==> src/rtl/mcc_pkg.sv <==
package mcc_pkg;

    localparam int STATE_W   = 4;
    localparam int GROUP_W   = 3;
    localparam int OPS_N     = 13;
    localparam int FLAGS_N   = 6;
    localparam int SLICE_W   = 4;
    localparam int WORD_W    = OPS_N + GROUP_W;
    localparam int SLICES    = WORD_W / SLICE_W;
    localparam int NUM_STATES = 1 << STATE_W;

    typedef logic [STATE_W-1:0] state_t;
    typedef logic [OPS_N-1:0]   ops_t;
    typedef logic [FLAGS_N-1:0] flags_t;

    typedef enum logic [GROUP_W-1:0] {
        GRP_ENTRY  = 3'd0,
        GRP_FORK   = 3'd1,
        GRP_SPLIT  = 3'd2,
        GRP_TEST   = 3'd3,
        GRP_MERGE  = 3'd4,
        GRP_DRAIN  = 3'd5,
        GRP_RETURN = 3'd6,
        GRP_BAD    = 3'd7
    } group_e;

    typedef struct packed {
        group_e grp;
        ops_t   ops;
    } word_t;

    localparam state_t HOME_STATE = '0;

    function automatic ops_t strobe(input int n);
        ops_t v;
        v = '0;
        v[n-1] = 1'b1;
        return v;
    endfunction

    function automatic ops_t ops_of(input state_t s);
        ops_t v;
        case (s)
            4'd0:  v = '0;
            4'd1:  v = strobe(1) | strobe(2);
            4'd2:  v = strobe(2) | strobe(3);
            4'd3:  v = strobe(4);
            4'd4:  v = strobe(3) | strobe(5) | strobe(7);
            4'd5:  v = strobe(1) | strobe(2);
            4'd6:  v = strobe(4);
            4'd7:  v = strobe(6) | strobe(7) | strobe(8);
            4'd8:  v = strobe(3) | strobe(9) | strobe(11);
            4'd9:  v = strobe(2) | strobe(3);
            4'd10: v = strobe(3) | strobe(5) | strobe(7);
            4'd11: v = strobe(3) | strobe(9) | strobe(11);
            4'd12: v = strobe(1) | strobe(9) | strobe(10);
            4'd13: v = strobe(9) | strobe(12);
            4'd14: v = strobe(3) | strobe(13);
            default: v = strobe(4);
        endcase
        return v;
    endfunction

    function automatic group_e group_of(input state_t s);
        group_e g;
        if (s == 4'd0)       g = GRP_ENTRY;
        else if (s <= 4'd3)  g = GRP_FORK;
        else if (s <= 4'd6)  g = GRP_SPLIT;
        else if (s <= 4'd9)  g = GRP_TEST;
        else if (s <= 4'd12) g = GRP_MERGE;
        else if (s <= 4'd14) g = GRP_DRAIN;
        else                 g = GRP_RETURN;
        return g;
    endfunction

    function automatic logic [WORD_W-1:0] word_image(input state_t s);
        word_t w;
        w.grp = group_of(s);
        w.ops = ops_of(s);
        return w;
    endfunction

endpackage

==> src/rtl/mcc_state_reg.sv <==
module mcc_state_reg
    import mcc_pkg::*;
(
    input  logic   clk,
    input  logic   rst,
    input  logic   start,
    input  state_t next_state,
    output state_t state
);
    always_ff @(posedge clk) begin
        if (rst || start) state <= HOME_STATE;
        else              state <= next_state;
    end
endmodule

==> src/rtl/mcc_word_rom.sv <==
module mcc_word_rom
    import mcc_pkg::*;
(
    input  state_t addr,
    output word_t  word
);
    logic [WORD_W-1:0] flat;

    for (genvar s = 0; s < SLICES; s++) begin : g_slice
        logic [SLICE_W-1:0] slice_q;
        always_comb begin
            logic [WORD_W-1:0] img;
            img     = word_image(addr);
            slice_q = img[s*SLICE_W +: SLICE_W];
        end
        assign flat[s*SLICE_W +: SLICE_W] = slice_q;
    end

    assign word = word_t'(flat);
endmodule

==> src/rtl/mcc_group_next.sv <==
module mcc_group_next
    import mcc_pkg::*;
(
    input  group_e grp,
    input  flags_t flags,
    output state_t next_state
);
    logic x1, x2, x3, x4, x5, x6;
    assign {x6, x5, x4, x3, x2, x1} = flags;

    always_comb begin
        unique case (grp)
            GRP_ENTRY:  next_state = x1 ? (x2 ? 4'd1 : 4'd2) : 4'd3;
            GRP_FORK:   next_state = x2 ? (x3 ? 4'd4 : 4'd5)
                                        : (x4 ? 4'd6 : 4'd3);
            GRP_SPLIT:  next_state = x1 ? (x5 ? 4'd7 : 4'd8) : 4'd9;
            GRP_TEST:   next_state = x3 ? (x4 ? 4'd10 : 4'd11)
                                        : (x6 ? 4'd12 : 4'd15);
            GRP_MERGE:  next_state = x4 ? 4'd13 : 4'd14;
            GRP_DRAIN:  next_state = 4'd15;
            GRP_RETURN: next_state = HOME_STATE;
            default:    next_state = HOME_STATE;
        endcase
    end
endmodule

==> src/rtl/mcc_controller.sv <==
module mcc_controller
    import mcc_pkg::*;
(
    input  logic               clk,
    input  logic               rst,
    input  logic               start,
    input  logic [FLAGS_N-1:0] flags,
    output logic [OPS_N-1:0]   ops,
    output logic [GROUP_W-1:0] group_code,
    output logic [STATE_W-1:0] state_code
);
    state_t state_q;
    state_t next_d;
    word_t  word;

    mcc_state_reg i_reg (
        .clk        (clk),
        .rst        (rst),
        .start      (start),
        .next_state (next_d),
        .state      (state_q)
    );

    mcc_word_rom i_rom (
        .addr (state_q),
        .word (word)
    );

    mcc_group_next i_next (
        .grp        (word.grp),
        .flags      (flags),
        .next_state (next_d)
    );

    assign ops        = word.ops;
    assign group_code = word.grp;
    assign state_code = state_q;
endmodule

==> config.mk <==
export PLATFORM = sky130hd
export DESIGN_NAME = mcc_controller
export DESIGN_NICKNAME = d
export VERILOG_FILES = /design/src/rtl/mcc_pkg.sv /design/src/rtl/mcc_state_reg.sv /design/src/rtl/mcc_word_rom.sv /design/src/rtl/mcc_group_next.sv /design/src/rtl/mcc_controller.sv
export SDC_FILE = /design/constraint.sdc
export NUM_CORES = 1
export LEC_CHECK = 0
export BUFFER_PORTS_ARGS = -buffer_cell sky130_fd_sc_hd__buf_2
export CAP_MARGIN = 40
export CELL_PAD_IN_SITES_DETAIL_PLACEMENT = 0
export CELL_PAD_IN_SITES_GLOBAL_PLACEMENT = 1
export CORE_ASPECT_RATIO = 0.7
export CORE_UTILIZATION = 29
export DETAILED_ROUTE_END_ITERATION = 10
export PLACE_DENSITY_LB_ADDON = 0.1
export SYNTH_ARGS = -nofsm -noshare
export SYNTH_HDL_FRONTEND = slang
export SYNTH_HIERARCHICAL = 1
export SYNTH_SLANG_ARGS = --single-unit
==> constraint.sdc <==
create_clock -name clk -period 3 [get_ports clk]
set_clock_uncertainty 0.2 [all_clocks]
set_input_delay 0 -clock clk [delete_from_list [all_inputs] [get_ports clk]]
set_output_delay 0 -clock clk [all_outputs]
set_load 0.005 [all_outputs]
==> results_dict.tcl <==
set metrics [dict create \
    yosysWarningCount 6 \
    finalMaxSlewViolations 0 \
    synth_most_common_cell "inv_1" \
    worstSkewPairLatency_ns 0.23 \
    viasPerCell 5.053 \
    core-area_um2 1887 \
    async_reset_ff_frac 0 \
    hold_ws_ns 0.06362 \
    drt_wl_total_um 1494 \
    synth_edf_count 0 \
    dpl.cell_count 127 \
    maxCapViolCount 0 \
    synth.mux.area_fraction 0.09342 \
    nets 125 \
    dr.pass1.iters 4 \
    peakVddDrop_mv 0.1766 \
    h-tree-depth 1 \
    initial_core_util 0.3123 \
    drc 0 \
    regMostFlops "i_reg/state" \
    synthXorXnorAreaFrac 0 \
    nFillCells 210 \
    route.detailed.wl_per_inst_um 11.32 \
    cts_tree "done" \
    p_comb_frac 0.467 \
    ys_seq_area_frac 0.1359 \
    worst_path_max_delay_cell "a31oi_1" \
    outcome "finished clean" \
    synth_top_family_by_area "simple AND/OR/NAND/NOR gates" \
    grt_overflow 0 \
    dp_hpwl_um 1165 \
    die_h_um 39.72 \
    num_vias 667 \
    die-area_um2 2219 \
    fin_cells 132 \
    p_int_uw 158.9 \
    fp.dieW_um 55.88 \
    antenna_left 0 \
    rows 13 \
    synthSimpleGateAreaFrac 0.3100 \
    cts_resized 0 \
    post-cts-setup-buffers 0 \
    synth_cells 79 \
    fmax_ghz 0.3697 \
    first_iter_violations 11 \
    cp_cell_sequence "inv_1, ha_1, mux2i_1, nand2_1, a31oi_1, inv_1, o31a_1, o221ai_2, nor3b_1" \
    slowest_delay_ns 0.57 \
    end_kind "flop" \
    min_path_type "in -> reg" \
    reg_top3 "i_reg/state (4)" \
    grt_pass1_wl_um 2283 \
    cts_buffer_depth 2 \
    period_share 0.9016 \
    slew_headroom 0.5185 \
    ys.flop_type "dfxtp_1" \
    ys_types 35 \
    p_leak_nw 0.3934 \
    grt_use_total 0.1337 \
    clkTransAtPathRegs_ns 0.04 \
    synth_top_area_share 0.1359 \
    first_global_vias 504 \
    synth_area_leaders "dfxtp_1 14%, ha_1 8.5%, mux2i_1 6.8%" \
    antenna_found_initial 0 \
    cts_made_buffers 3 \
    grt_max_degree 16 \
    clockPowerShare 0.269 \
    io_pins 29 \
    cts-root-buf "clkbuf_4" \
    crit_required_ns 2.95 \
    synth.largest_area_cell "dfxtp_1" \
    synth_fa_ha_area_frac 0.08493 \
    crit_type "reg -> reg" \
    pwr-share-seq 0.264 \
    p_sw_frac 0.3558 \
    drive_gt1_frac 0.3545 \
    area_growth_pct 31.85 \
    avgSynthCellArea_um2 7.460 \
    synth-seq-cells 4 \
    crit_top_cell "inv_1" \
    layout_min_cycle_time_ns 2.705 \
    io_buffer_count 28 \
    place_congestion 0.6819 \
    synth_area_um2 589.3 \
    setup_tns_ns 0 \
    worst_ep_arrival_time_ns 2.65 \
    power_density_nw_per_um2 317.4 \
    yosys-top-cells-count "7 x inv_1, 6 x nand2_1, 5 x a21oi_1" \
    cp_max_fo 9 \
    n_antenna_cell 0 \
    worstMarginPinSlew_ns 0.7189 \
    syn_nets 92 \
    largest_reg_flops 4 \
    fin_util 0.4118 \
    synth_compound_area_frac 0.2611 \
    cp-start-kind "flop" \
    setup_viol 0 \
    hold_viol_final 0 \
    numClockSinks 4 \
    p_switching_uw 87.73 \
    grt_setup_unrepaired "no" \
]
[repair_timing]
item                                    in CTS  in global routing
endpoints found under the setup margin       0                  0
hold buffers                                 2                  0
hold endpoints to repair                     4                  0
[critical path, delay by kind of cell, from the launching register on]
kind	cells	cell delay [ns]
AO/OA/AOI/OAI	3	1.05
adder cells (fa/ha/maj)	1	0.28
buffers and inverters	2	0.24
flip-flops	1	0.43
multiplexers	1	0.15
AND/OR/NAND/NOR	2	0.27
[final timing paths]
| check | from | endpoint | slack [ns] | cells after the start |
|---|---|---|---|---|
| min reg2reg | i_reg/state[2] | i_reg/state[0] | 0.87 | 5 |
| min | flags[0] | i_reg/state[0] | 0.06 | 4 |
| max | i_reg/state[0] | i_reg/state[0] | 0.30 | 9 |
| max reg2reg | i_reg/state[0] | i_reg/state[0] | 0.30 | 9 |
[layout by cell type (no fill, tap or decap), drive strengths merged, types with 2 or more instances in the layout]
cell         instances
a21oi                5
a31oi                4
and3                 3
buf                 30
clkbuf               3
dfxtp                4
dlygate4sd3          2
ha                   4
inv                  8
mux2i                4
nand2                6
nand2b               2
nand3                4
nor2                 2
nor2b                3
nor3                 3
nor3b                4
o21ai                4
o22ai                2
[logic make-up (layout without fill, tap and decap cells)]
kind of cell    after synthesis  count (layout)
simple gates                 31              31
flops                         4               4
fa+ha+maj                     4               4
buf+inv                      12              43
compound gates               23              23
mux                           5               5
[area by class of cell]
cell class	count	area, µm²	area share
flip-flops and latches	4	80.08	0.1031
well taps	22	27.53	0.03543
repair buffers	32	175.2	0.2254
clock buffers	3	22.52	0.02899
inverters	8	30.03	0.03865
multi-input cells	63	441.7	0.5684
[through the flow]
| stage | power [mW] | area [µm²] | setup WS [ns] |
|---|---|---|---|
| floorplan | 0.1452 | 589.3 | 0.6969 |
| global placement | 0.1813 | 734.5 | 0.3626 |
| detailed placement | 0.1803 | 734.5 | 0.2837 |
| CTS | 0.2529 | 777.0 | 0.2768 |
| global route | 0.2714 | 777.0 | 0.05394 |
| finish | 0.2466 | 777.0 | 0.2953 |
[routing by layer]
layer | vias to the layer above | GRT usage | wire length, µm
met5 | - | 0 | 0
met2 | 19 | 0.1898 | 597
li1 | 354 | - | -
met4 | 0 | 0.05488 | 0
met3 | 0 | 0.02970 | 78
met1 | 294 | 0.1917 | 818
[power groups by stage]
stage	combinational (mW)	clock, mW	sequential (mW)
2_1_floorplan	0.0812	0	0.0640
3_3_place_gp	0.116	0	0.0657
3_5_place_dp	0.114	0	0.0660
4_1_cts	0.117	0.0712	0.0651
5_1_grt	0.131	0.0748	0.0659
6_report	0.115	0.0663	0.0651
(Power assumes the default switching activity.)
